[config.mk]
export PLATFORM = sky130hd
export DESIGN_NAME = addr_window_xlat
export DESIGN_NICKNAME = d
export VERILOG_FILES = /design/src/rtl/addr_window_xlat_pkg.sv /design/src/rtl/awx_region_table.sv /design/src/rtl/awx_outbound.sv /design/src/rtl/awx_inbound.sv /design/src/rtl/addr_window_xlat.sv
export SDC_FILE = /design/constraint.sdc
export NUM_CORES = 1
export LEC_CHECK = 0
export ABC_AREA = 1
export ABC_CLOCK_PERIOD_IN_PS = 5000
export BUFFER_PORTS_ARGS = -buffer_cell sky130_fd_sc_hd__clkbuf_2
export CAP_MARGIN = 20
export CORE_MARGIN = 4
export CORE_UTILIZATION = 41
export DETAILED_ROUTE_END_ITERATION = 12
export PLACE_DENSITY = 0.61
export SYNTH_ARGS = -nofsm -noshare
export SYNTH_HDL_FRONTEND = slang
export SYNTH_SLANG_ARGS = --single-unit
[constraint.sdc]
create_clock -name clk_i -period 5 [get_ports clk_i]
set_clock_uncertainty 0.15 [all_clocks]
set_input_delay 0 -clock clk_i [delete_from_list [all_inputs] [get_ports clk_i]]
set_output_delay 0 -clock clk_i [all_outputs]
set_load 0.03 [all_outputs]
[src/rtl/addr_window_xlat_pkg.sv]
package addr_window_xlat_pkg;
  typedef enum logic [1:0] {
    CFG_REGION  = 2'd0,
    CFG_GLOBAL  = 2'd1,
    CFG_BAR     = 2'd2,
    CFG_ERR_CLR = 2'd3
  } cfg_sel_e;
endpackage

[src/rtl/awx_region_table.sv]
module awx_region_table
  import addr_window_xlat_pkg::*;
#(
  parameter int AW = 32,
  parameter int NR = 8,
  parameter int RL = 20,
  parameter int BL = 14,
  localparam int IW = $clog2(NR)
) (
  input  logic                       clk_i,
  input  logic                       rst_ni,
  input  logic                       cfg_we_i,
  input  cfg_sel_e                   cfg_sel_i,
  input  logic [IW-1:0]              cfg_idx_i,
  input  logic [AW-1:0]              cfg_wdata_i,
  output logic                       glb_en_o,
  output logic [NR-1:0]              reg_en_o,
  output logic [NR-1:0][AW-RL-1:0]   reg_base_o,
  output logic [AW-BL-1:0]           bar_base_o,
  output logic                       err_clr_o
);
  logic unused_wdata;
  assign unused_wdata = ^cfg_wdata_i;

  for (genvar g = 0; g < NR; g++) begin : g_region
    always_ff @(posedge clk_i or negedge rst_ni) begin
      if (!rst_ni) begin
        reg_base_o[g] <= '0;
        reg_en_o[g]   <= 1'b0;
      end else if (cfg_we_i && cfg_sel_i == CFG_REGION && cfg_idx_i == IW'(g)) begin
        reg_base_o[g] <= cfg_wdata_i[AW-1:RL];
        reg_en_o[g]   <= cfg_wdata_i[0];
      end
    end
  end

  always_ff @(posedge clk_i or negedge rst_ni) begin
    if (!rst_ni) begin
      glb_en_o   <= 1'b0;
      bar_base_o <= '0;
    end else if (cfg_we_i) begin
      if (cfg_sel_i == CFG_GLOBAL) glb_en_o   <= cfg_wdata_i[0];
      if (cfg_sel_i == CFG_BAR)    bar_base_o <= cfg_wdata_i[AW-1:BL];
    end
  end

  assign err_clr_o = cfg_we_i && (cfg_sel_i == CFG_ERR_CLR);

  assert_glb_prog_R10: assert property (@(posedge clk_i) disable iff (!rst_ni)
    (cfg_we_i && cfg_sel_i == CFG_GLOBAL) |=> (glb_en_o == $past(cfg_wdata_i[0])));
endmodule

[src/rtl/awx_outbound.sv]
module awx_outbound #(
  parameter int          AW       = 32,
  parameter int          DW       = 32,
  parameter int          NR       = 8,
  parameter int          RL       = 20,
  parameter logic [31:0] WIN_BASE = 32'h6000_0000,
  localparam int         IW       = $clog2(NR),
  localparam int         WL       = RL + IW
) (
  input  logic                     clk_i,
  input  logic                     rst_ni,
  input  logic                     glb_en_i,
  input  logic [NR-1:0]            reg_en_i,
  input  logic [NR-1:0][AW-RL-1:0] reg_base_i,
  input  logic                     err_clr_i,
  input  logic                     ob_valid_i,
  input  logic [AW-1:0]            ob_addr_i,
  input  logic [DW-1:0]            ob_data_i,
  output logic                     ob_valid_o,
  output logic [AW-1:0]            ob_addr_o,
  output logic [DW-1:0]            ob_data_o,
  output logic                     err_o
);
  logic          in_win, allow, fault;
  logic [IW-1:0] idx;

  always_comb begin
    in_win = ob_valid_i && (ob_addr_i[AW-1:WL] == WIN_BASE[AW-1:WL]);
    idx    = ob_addr_i[WL-1:RL];
    allow  = glb_en_i && reg_en_i[idx];
    fault  = in_win && !allow;
  end

  always_ff @(posedge clk_i or negedge rst_ni) begin
    if (!rst_ni) begin
      ob_valid_o <= 1'b0;
      ob_addr_o  <= '0;
      ob_data_o  <= '0;
    end else begin
      ob_valid_o <= in_win && allow;
      if (in_win && allow) begin
        ob_addr_o <= {reg_base_i[idx], ob_addr_i[RL-1:0]};
        ob_data_o <= ob_data_i;
      end
    end
  end

  // set wins over clear
  always_ff @(posedge clk_i or negedge rst_ni) begin
    if (!rst_ni)        err_o <= 1'b0;
    else if (fault)     err_o <= 1'b1;
    else if (err_clr_i) err_o <= 1'b0;
  end

  assert_offset_keep_R1: assert property (@(posedge clk_i) disable iff (!rst_ni)
    ob_valid_o |-> ob_addr_o[RL-1:0] == $past(ob_addr_i[RL-1:0]));
  assert_glb_gate_R2: assert property (@(posedge clk_i) disable iff (!rst_ni)
    !glb_en_i |=> !ob_valid_o);
  assert_err_cause_R3: assert property (@(posedge clk_i) disable iff (!rst_ni)
    $rose(err_o) |-> $past(ob_valid_i));
  assert_err_sticky_R7: assert property (@(posedge clk_i) disable iff (!rst_ni)
    (err_o && !err_clr_i) |=> err_o);
endmodule

[src/rtl/awx_inbound.sv]
module awx_inbound #(
  parameter int          AW       = 32,
  parameter int          DW       = 32,
  parameter int          BL       = 14,
  parameter logic [31:0] REG_BASE = 32'h2180_0000
) (
  input  logic             clk_i,
  input  logic             rst_ni,
  input  logic [AW-BL-1:0] bar_base_i,
  input  logic             ib_valid_i,
  input  logic [AW-1:0]    ib_addr_i,
  input  logic [DW-1:0]    ib_data_i,
  output logic             reg_valid_o,
  output logic [AW-1:0]    reg_addr_o,
  output logic [DW-1:0]    reg_data_o,
  output logic             pass_valid_o,
  output logic [AW-1:0]    pass_addr_o,
  output logic [DW-1:0]    pass_data_o
);
  logic hit;
  assign hit = ib_addr_i[AW-1:BL] == bar_base_i;

  always_ff @(posedge clk_i or negedge rst_ni) begin
    if (!rst_ni) begin
      reg_valid_o  <= 1'b0;
      reg_addr_o   <= '0;
      reg_data_o   <= '0;
      pass_valid_o <= 1'b0;
      pass_addr_o  <= '0;
      pass_data_o  <= '0;
    end else begin
      reg_valid_o  <= ib_valid_i && hit;
      pass_valid_o <= ib_valid_i && !hit;
      if (ib_valid_i && hit) begin
        reg_addr_o <= {REG_BASE[AW-1:BL], ib_addr_i[BL-1:0]};
        reg_data_o <= ib_data_i;
      end
      if (ib_valid_i && !hit) begin
        pass_addr_o <= ib_addr_i;
        pass_data_o <= ib_data_i;
      end
    end
  end

  assert_ib_offset_R5: assert property (@(posedge clk_i) disable iff (!rst_ni)
    reg_valid_o |-> reg_addr_o[BL-1:0] == $past(ib_addr_i[BL-1:0]));
  assert_ib_pass_R6: assert property (@(posedge clk_i) disable iff (!rst_ni)
    pass_valid_o |-> pass_addr_o == $past(ib_addr_i));
  assert_ib_cause_R6: assert property (@(posedge clk_i) disable iff (!rst_ni)
    (reg_valid_o || pass_valid_o) |-> $past(ib_valid_i));
endmodule

[src/rtl/addr_window_xlat.sv]
module addr_window_xlat
  import addr_window_xlat_pkg::*;
#(
  parameter int          AW       = 32,
  parameter int          DW       = 32,
  parameter int          NR       = 8,
  parameter int          RL       = 20,
  parameter int          BL       = 14,
  parameter logic [31:0] WIN_BASE = 32'h6000_0000,
  parameter logic [31:0] REG_BASE = 32'h2180_0000,
  localparam int         IW       = $clog2(NR)
) (
  input  logic          clk_i,
  input  logic          rst_ni,
  input  logic          cfg_we_i,
  input  logic [1:0]    cfg_sel_i,
  input  logic [IW-1:0] cfg_idx_i,
  input  logic [AW-1:0] cfg_wdata_i,
  input  logic          ob_valid_i,
  input  logic [AW-1:0] ob_addr_i,
  input  logic [DW-1:0] ob_data_i,
  output logic          ob_valid_o,
  output logic [AW-1:0] ob_addr_o,
  output logic [DW-1:0] ob_data_o,
  output logic          err_o,
  input  logic          ib_valid_i,
  input  logic [AW-1:0] ib_addr_i,
  input  logic [DW-1:0] ib_data_i,
  output logic          reg_valid_o,
  output logic [AW-1:0] reg_addr_o,
  output logic [DW-1:0] reg_data_o,
  output logic          pass_valid_o,
  output logic [AW-1:0] pass_addr_o,
  output logic [DW-1:0] pass_data_o
);
  logic                     glb_en, err_clr;
  logic [NR-1:0]            reg_en;
  logic [NR-1:0][AW-RL-1:0] reg_base;
  logic [AW-BL-1:0]         bar_base;

  awx_region_table #(.AW(AW), .NR(NR), .RL(RL), .BL(BL)) u_table (
    .clk_i       (clk_i),
    .rst_ni      (rst_ni),
    .cfg_we_i    (cfg_we_i),
    .cfg_sel_i   (cfg_sel_e'(cfg_sel_i)),
    .cfg_idx_i   (cfg_idx_i),
    .cfg_wdata_i (cfg_wdata_i),
    .glb_en_o    (glb_en),
    .reg_en_o    (reg_en),
    .reg_base_o  (reg_base),
    .bar_base_o  (bar_base),
    .err_clr_o   (err_clr)
  );

  awx_outbound #(.AW(AW), .DW(DW), .NR(NR), .RL(RL), .WIN_BASE(WIN_BASE)) u_ob (
    .clk_i      (clk_i),
    .rst_ni     (rst_ni),
    .glb_en_i   (glb_en),
    .reg_en_i   (reg_en),
    .reg_base_i (reg_base),
    .err_clr_i  (err_clr),
    .ob_valid_i (ob_valid_i),
    .ob_addr_i  (ob_addr_i),
    .ob_data_i  (ob_data_i),
    .ob_valid_o (ob_valid_o),
    .ob_addr_o  (ob_addr_o),
    .ob_data_o  (ob_data_o),
    .err_o      (err_o)
  );

  awx_inbound #(.AW(AW), .DW(DW), .BL(BL), .REG_BASE(REG_BASE)) u_ib (
    .clk_i        (clk_i),
    .rst_ni       (rst_ni),
    .bar_base_i   (bar_base),
    .ib_valid_i   (ib_valid_i),
    .ib_addr_i    (ib_addr_i),
    .ib_data_i    (ib_data_i),
    .reg_valid_o  (reg_valid_o),
    .reg_addr_o   (reg_addr_o),
    .reg_data_o   (reg_data_o),
    .pass_valid_o (pass_valid_o),
    .pass_addr_o  (pass_addr_o),
    .pass_data_o  (pass_data_o)
  );
endmodule

# Word-level counts from Yosys, hierarchy flattened
# Index checks and enable logic that the tools add are counted.
totals:
  word_cells: 70
  regBits: 302
  in_bits: 170
  output_inout_bits: 196
classes:
  n_eq_ne: 12
  n_reduce_logical: 23
  magnitude_cmp: 1
  n_mux: 6
ops:
  columns: ["cell", "n"]
  rows:
  - ["$bmux W12 S3", 1]
  - ["$eq A18 B18 Y1", 1]
  - ["$logic_and A1 B1 Y1", 16]
  - ["$eq A3 B3 Y1 const B", 4]
  - ["$mux W12", 1]
  - ["$eq A9 B8 Y1 const B", 1]
  - ["$eq A3 B2 Y1 const B", 2]
  - ["$eq A2 B2 Y1 const B", 2]
  - ["$lt A3 B4 Y1 const B", 1]
  - ["$reduce_and A2 Y1", 2]
  - ["$bmux W1 S3", 1]
  - ["$eq A3 B1 Y1 const B", 1]
  - ["$logic_not A3 Y1", 1]
  - ["$mux W1", 3]
  - ["$eq A2 B1 Y1 const B", 1]
  - ["$logic_not A1 Y1", 2]
  - ["$logic_not A2 Y1", 1]
  - ["$reduce_bool A2 Y1", 1]

# Depth between registers and ports, before layout
# Gate-level depths: netlist of run 1.
logic_depth:
  depth_word: 6
  ltp_mapped: 13
  ltp_nobuf: 11

# Cells and area by module
# From an unflattened synthesis of run 1, not the netlist that was laid out.
unflattened:
  cells_unflattened: 1745
  hier_area_um2: 13925.9
by_module_without_submodules:
  columns: ["module", "instances", "area_per_inst_um2", "cells_each", "seq_area_each_um2"]
  rows:
  - ["awx_inbound", 1, 5121.2, 621, 2827.7]
  - ["awx_region_table", 1, 4989.8, 570, 3078.0]
  - ["awx_outbound", 1, 3814.9, 554, 1651.6]

# Least setup slack after synthesis of run 1
# No wires, ideal clock.
synth_path:
  path_kind: "register -> register"
  from: "register u_table.bar_base_o[16]"
  to: "register u_ib.reg_data_o[13]"
  required_time_ns: 4.732
  path_slack_ns: 3.389
  stages_incl_launch_ff: 11
  n_path_buf: 2
  setup_ns: 0.118
  period_less_slack_ns: 1.611
  arrival_time_ns: 1.343
  cell_sequence: "dfrtp_1 > nor2_1 > nor2_1 > nor2_1 > nand2_1 > nor2_1 > nand4_1 > buf_2 > buf_2 > nand2_1 > nand2_1"
synth_via:
  elab_chain_cells: 2
synth_rtl:
  columns: ["element", "line_no", "text"]
  rows:
  - ["from (decl)", "awx_region_table.sv:19", "output logic [AW-BL-1:0] bar_base_o,"]
  - ["from (signal assigned)", "awx_region_table.sv:43", "if (cfg_sel_i == CFG_BAR) bar_base_o <= cfg_wdata_i[AW-1:BL];"]
  - ["$eq A18 B18 Y1", "awx_inbound.sv:21", "assign hit = ib_addr_i[AW-1:BL] == bar_base_i;"]
  - ["$logic_and A1 B1 Y1", "awx_inbound.sv:34", "if (ib_valid_i && hit) begin"]
  - ["to (signal assigned)", "awx_inbound.sv:36", "reg_data_o <= ib_data_i;"]
  - ["to (decl)", "awx_inbound.sv:15", "output logic [DW-1:0] reg_data_o,"]
# No other way between the ends.
# A chain may end at the register's enable or synchronous reset.

# Worst setup path after layout of run 1
layout_path:
  from: "input ob_addr_i[21]"
  to: "register u_ob.ob_addr_o[18]"
layout_via:
  elab_chain_cells: 4
layout_rtl:
  columns: ["element", "line_no", "text"]
  rows:
  - ["from (decl)", "addr_window_xlat.sv:20", "input logic [AW-1:0] ob_addr_i,"]
  - ["$bmux W1 S3", "awx_outbound.sv:30", "allow = glb_en_i && reg_en_i[idx];"]
  - ["$mux W1 (not written as such)", "awx_outbound.sv:30", null]
  - ["$logic_and A1 B1 Y1", "awx_outbound.sv:30", null]
  - ["$logic_and A1 B1 Y1", "awx_outbound.sv:41", "if (in_win && allow) begin"]
  - ["to (signal assigned)", "awx_outbound.sv:42", "ob_addr_o <= {reg_base_i[idx], ob_addr_i[RL-1:0]};"]
  - ["to (decl)", "awx_outbound.sv:20", "output logic [AW-1:0] ob_addr_o,"]
# No other way between the ends. The select of a mux whose other input is x is not followed.

==> flow_summary.yaml, run 1 <==
status:
  status: "finished clean"
timing:
  setup_viol: 0
  slew_violations: 0
  hold_viol_final: 0
  worstMarginPinSlew_ps: 962
  setup_ws_ps: 2060
  fin_crit_ps: 2940
  fin_crit_sh_pct: 58.9
  slew_headroom_pct: 35.8
  hold_ws_ps: 76.5
  grt_setup_unrepaired: "false"
  finalSetupTns_ps: 0
  max_freq_mhz: 340
final_layout:
  fin_nets: 2171
  antenna_cells_inserted: 0
  drive_gt1_share_pct: 20.9
  layout_common_cells: "nand2_1, clkbuf_2, dfrtp_1"
  final_common_cell: "nand2_1"
  syn2layout_area_growth_pct: 35.7
  instances_no_fill: 2426
cts:
  cts.reportedPaths.clkPinSlew_ps: 60
  numCtsBuffers: 35
  cts.repair.resized: 0
  clkSinkCount: 302
  clockRootBuffer: "clkbuf_16"
  ctsHtreeMaxLevel: 2
  clockBufferDepth: 3
  ctsHoldBuffers: 176
  clk_latency_ps: 510
  post_cts_buffers: 0
  cts_tree: "built"
routing:
  ant_nets: 0
  first_iter_violations: 812
  dr.pass1.iters: 4
  vias: 12100
  wirelength_mm: 40.9
  wire_per_inst_um: 16.9
  viasPerCell: 5.00
  drc_errors: 0
placement:
  gp_congestion: 0.836
  dp_cells: 2188
  io_buffers: 337
  hpwl_mm: 25.7
  pre_cts_ws_ps: 1930
grt:
  overflow: 0
  grt_max_degree: 125
  grt_pass1_vias: 12300
  grt_pass1_wl_mm: 67.6
  antenna_found_initial: 0
  grt_usage_pct: 23.4
setup_path:
  rr_startpoint: "u_table.bar_base_o[15]$_DFFE_PN0P_"
  arrival_ps: 3230
  critPathLaunchType: "input pin"
  worstPathRequired_ps: 5280
  crit_type: "in -> reg"
  worstPathMaxFanout: 64
  crit_start: "ob_addr_i[21]"
  setup.worst_path.end_class: "flop"
pwr:
  combPwrFrac_pct: 14.9
  power_per_cell_area_nw_per_um2: 353
  power_uw: 6300
  sw_frac_of_total_pct: 26.8
  pwr-share-clk_pct: 40.5
  vdd_drop_max_mv: 0.292
  power.leakage_uw: 0.00968
  pwr-share-seq_pct: 44.6
  p_sw_uw: 1690
  p_int_uw: 4610
synth:
  synth-seq-cells: 302
  synth_flop_cell: "dfrtp_1"
  async_flop_share_pct: 100
  syn_avg_cell_area_sq_um: 8.55
  synth-edff-count: 0
  postSynthCellCount: 1538
  yosysWarnings: 0
  ys_seq_area_share_pct: 57.5
  syn_area_sq_um: 13100
  ys_types: 29
floorplan:
  row_count: 65
  die_w_um: 187
  io_pins: 366
  start_util_pct: 41.7
  dieArea_sq_um: 35000
  core_sq_um: 31600
  die_h_um: 187
min_path:
  hp-class: "in -> async"
job:
  cap_viol_max_count: 0
[layer usage]
metal	global-route usage (%)	part of all wire (%)
met5	0	0
met4	8.08	3.5
met3	4.16	5.8
met2	39.2	48
met1	30.9	42
[worst max-delay path, cell delays in order]
cell	delay, ps
clkbuf_2	580
inv_1	620
nor2_1	210
o21ai_1	80
nand2_1	60
nor2_1	60
nor2_4	190
buf_4	570
nand3_1	150
nand2_1	110
dlygate4sd3_1	550
[worst paths after layout]
| path | endpoint | slack [ps] | cells after the start |
|---|---|---|---|
| max in group asynchronous | u_ob.ob_data_o[27]$_DFFE_PN0P_ | 3570 | 3 |
| min reg2reg | u_ob.ob_data_o[3]$_DFFE_PN0P_ | 320 | 2 |
| min in group clk_i | u_ob.ob_data_o[24]$_DFFE_PN0P_ | 130 | 4 |
| max reg2reg | u_ib.pass_data_o[28]$_DFFE_PN0P_ | 2160 | 9 |
| max | u_ob.ob_addr_o[18]$_DFFE_PN0P_ | 2060 | 11 |
| min | u_ib.pass_addr_o[28]$_DFFE_PN0P_ | 80 | 2 |
[power by group through the flow]
| stage | Combinational, uW | Sequential, uW | Clock [uW] |
|---|---|---|---|
| floorplan | 425 | 2930 | 0 |
| global placement | 803 | 2840 | 0 |
| detailed placement | 816 | 2850 | 0 |
| CTS | 942 | 2810 | 2630 |
| global route | 1060 | 2840 | 2740 |
| finish | 941 | 2810 | 2550 |
[synth_stat cells, types with 5 or more instances]
cell type  count  share of area, %
clkbuf_1      45               1.3
nand2_1      566                16
nor2_1        59               1.7
nand4_2        6              0.57
buf_6         11              0.94
xnor2_1        5              0.33
buf_4         29               1.7
inv_1         77               2.2
buf_2         30               1.1
o21ai_0      163               6.2
o22ai_1       12              0.57
dfrtp_1      302                57
nand3_1      134               5.1
a21oi_1       31               1.2
nand4_1       48               2.3
[per-stage QoR]
stage / util [%] / area [sq um]
global route: 56.5 / 17800
detailed placement: 47.2 / 14900
floorplan: - / 13200
finish: 56.5 / 17800
global placement: 47.2 / 14900
CTS: 56.5 / 17800
[flip-flops by register name (all words and copies together), names as in the netlist, 8 cells and up]
register / cells
u_table.reg_base_o: 96
u_ib.pass_addr_o: 32
u_ib.pass_data_o: 32
u_ib.reg_data_o: 32
u_ob.ob_addr_o: 32
u_ob.ob_data_o: 32
u_table.bar_base_o: 18
u_ib.reg_addr_o: 15
u_table.reg_en_o: 8
[final cells by class]
| cell class | instances | area [sq um] |
|---|---|---|
| clock buffer | 53 | 1070 |
| clock inverter | 7 | 88.8 |
| fill | 2959 | 13700 |
| inverter | 79 | 297 |
| multi-input combinational | 1054 | 4710 |
| sequential | 302 | 7560 |
| tap | 402 | 503 |
| timing repair buffer | 529 | 3620 |
[kinds of logic (layout without fill, tap and decap cells)]
family | after synthesis | count (layout) | share of synthesized area, %
and+or+nand+nor | 821 | 821 | 26.5
DFF | 302 | 302 | 57.5
AOI/OAI and AO/OA | 213 | 213 | 8.31
buffers and inverters | 196 | 668 | 7.35
xor gates and xnor gates | 5 | 5 | 0.333
other | 1 | 15 | 0.0285
No activity file was read; power rests on OpenSTA's default activity.
==> inputs of run 2 (changes only) <==
- ABC_AREA: 1 -> 0
- ABC_CLOCK_PERIOD_IN_PS: 5000 -> 2630
- PLACE_DENSITY: 0.61 -> 0.64
- clock period: 5 -> 2.63 ns (I/O delays scaled with it)
==> flow_summary.yaml, run 2 <==
setup_path:
  crit_start: "u_table.reg_en_o[3]$_DFFE_PN0P_"
  setup.worst_path.end_class: "flop"
  r2r-end: "u_ob.ob_data_o[31]$_DFFE_PN0P_"
  arrival_ps: 2760
  ff2ff_setup_slack_ps: 100
  critPathLaunchType: "flop"
  crit_type: "reg -> reg"
  worstPathMaxFanout: 9
  worstPathRequired_ps: 2860
  rr_startpoint: "u_table.reg_en_o[3]$_DFFE_PN0P_"
  reg2regPathDepth: 5
placement:
  io_buffers: 337
  gp_congestion: 0.789
  hpwl_mm: 23.2
grt:
  grt_pass1_wl_mm: 52.4
  grt_pass1_vias: 8815
  overflow: 0
  grt_max_degree: 73
  antenna_found_initial: 2
  grt_usage_pct: 20.1
min_path:
  hold_depth: 3
  hold_path.startpoint: "cfg_idx_i[1]"
  min_to: "u_table.reg_base_o[84]$_DFFE_PN0P_"
  hp-class: "in -> reg"
routing:
  drc_errors: 0
  wirelength_mm: 33.5
  viasPerCell: 4.87
  wire_per_inst_um: 19.9
  ant_nets: 0
  first_iter_violations: 292
  vias: 8203
  dr.pass1.iters: 5
cts:
  clockBufferDepth: 3
  ctsHtreeMaxLevel: 2
  cts_tree: "built"
  clockRootBuffer: "clkbuf_16"
  cts.reportedPaths.clkPinSlew_ps: 60
  numCtsBuffers: 35
  clkSinkCount: 302
  clk_latency_ps: 500
synth:
  syn_avg_cell_area_sq_um: 16.3
  synth_flop_cell: "dfrtp_1"
  yosysWarnings: 0
  synth_area_leaders: "dfrtp_1, mux2_2, mux4_2"
  synth-seq-cells: 302
  synthTopCellsByCount: "dfrtp_1, mux2_2, mux4_2"
  async_flop_share_pct: 100
  postSynthCellCount: 759
  ys_types: 33
  synth_largest_area_cell: "dfrtp_1"
  synth_most_common_cell: "dfrtp_1"
  syn_area_sq_um: 12400
  synth-edff-count: 0
  synth_top_cell_area_share_pct: 61.2
  ys_seq_area_share_pct: 61.2
timing:
  fin_crit_ps: 2530
  setup_viol: 0
  hold_viol_final: 0
  grt_setup_unrepaired: "false"
  hold_ws_ps: 19.6
  fin_crit_sh_pct: 96.1
  finalSetupTns_ps: 0
  slew_violations: 0
  max_freq_mhz: 396
  slew_headroom_pct: 47.0
  worstMarginPinSlew_ps: 794
floorplan:
  row_count: 63
  die_w_um: 182
  io_pins: 366
  core_sq_um: 29700
  start_util_pct: 41.6
  dieArea_sq_um: 33000
  die_h_um: 182
final_layout:
  final_common_cell: "clkbuf_2"
  largest_register: "u_table.reg_base_o"
  fin_nets: 1438
  drive_gt1_share_pct: 56.4
  layout_common_cells: "clkbuf_2, dfrtp_1, mux2_2"
  syn2layout_area_growth_pct: 39.1
  largest_reg_flops: 96
pwr:
  pwr-share-seq_pct: 45.1
  p_sw_uw: 2890
  vdd_drop_max_mv: 0.436
  sw_frac_of_total_pct: 24.3
  combPwrFrac_pct: 14.2
  power_per_cell_area_nw_per_um2: 691
  power_uw: 11900
  power.leakage_uw: 0.00865
  p_int_uw: 8980
  pwr-share-clk_pct: 40.7
job:
  cap_viol_max_count: 0
status:
  status: "finished clean"
## run 2: cell count changes in the layout (fill, tap and decap cells not counted), sizes merged, moves of 24 or more
cell | previous run | this run
mux4 | 0 | 26
nor2 | 62 | 1
mux2 | 0 | 285
dlygate4sd3 | 177 | 153
nand2 | 568 | 18
o21ai | 167 | 12
inv | 78 | 6
a21oi | 31 | 0
nand4 | 54 | 4
nand3 | 134 | 2
## run 2: cell families after synthesis
group	share of synthesized area (%)
xor+xnor	1.28
simple gates	2.10
flops	61.2
buf+inv	3.00
compound gates	0.638
mux	31.8
other cells	0.0304
## run 2: critical path, stage by stage (launching register included)
cell,delay (ps)
dfrtp_1,380
mux4_2,500
mux2i_4,180
nand3b_4,260
mux2_2,350
dlygate4sd3_1,590
## run 2: layout make-up
class	instances	area [sq um]
inverter	3	11.3
antenna	2	5.00
multi-input combinational	413	4490
clock inverter	14	186
fill	2346	12500
timing repair buffer	513	3480
tap	390	488
sequential	302	7560
clock buffer	48	965
## run 2: metal layers
layer / wire length, um / GRT usage [%]
met1: 13600 / 25.1
met4: 1310 / 7.08
met3: 1750 / 4.63
met2: 16900 / 34.5
met5: 0 / 0
## run 2: what timing repair did
action | CTS | global route
gates resized for setup | 0 | 2
endpoints found under the hold margin | 592 | 0
setup buffers | 0 | 1
hold buffers | 153 | 0
endpoints found under the setup margin | 0 | 8
## run 2: power groups by stage
stage	combinational [uW]	clock, uW	sequential [uW]
3_3_place_gp	1480	0	5410
5_1_grt	1830	5200	5400
2_1_floorplan	786	0	5580
4_1_cts	1700	4980	5350
6_report	1690	4830	5350
3_5_place_dp	1510	0	5430
## run 2: worst max-delay path by stage
stage | to | slack (ps) | cells after the start
2_1_floorplan | u_ib.pass_data_o[10]$_DFFE_PN0P_ | 660 | 9
3_3_place_gp | u_ib.reg_addr_o[7]$_DFFE_PN0P_ | 270 | 6
3_5_place_dp | u_ib.reg_data_o[13]$_DFFE_PN0P_ | 250 | 6
4_1_cts | u_ob.ob_data_o[5]$_DFFE_PN0P_ | 50 | 5
5_1_grt | u_ob.ob_data_o[9]$_DFFE_PN0P_ | 7 | 5
6_report | u_ob.ob_data_o[31]$_DFFE_PN0P_ | 100 | 5
## run 2: stage by stage
stage	area (sq um)	worst slack, ps	instances	utilization [%]
after floorplan	12400	659	773	-
after global placement	14500	270	1467	48.7
after detailed placement	14500	249	1467	48.7
after CTS	17200	53.3	1682	57.7
after global routing	17200	6.78	1685	57.8
final	17200	102	1685	57.8
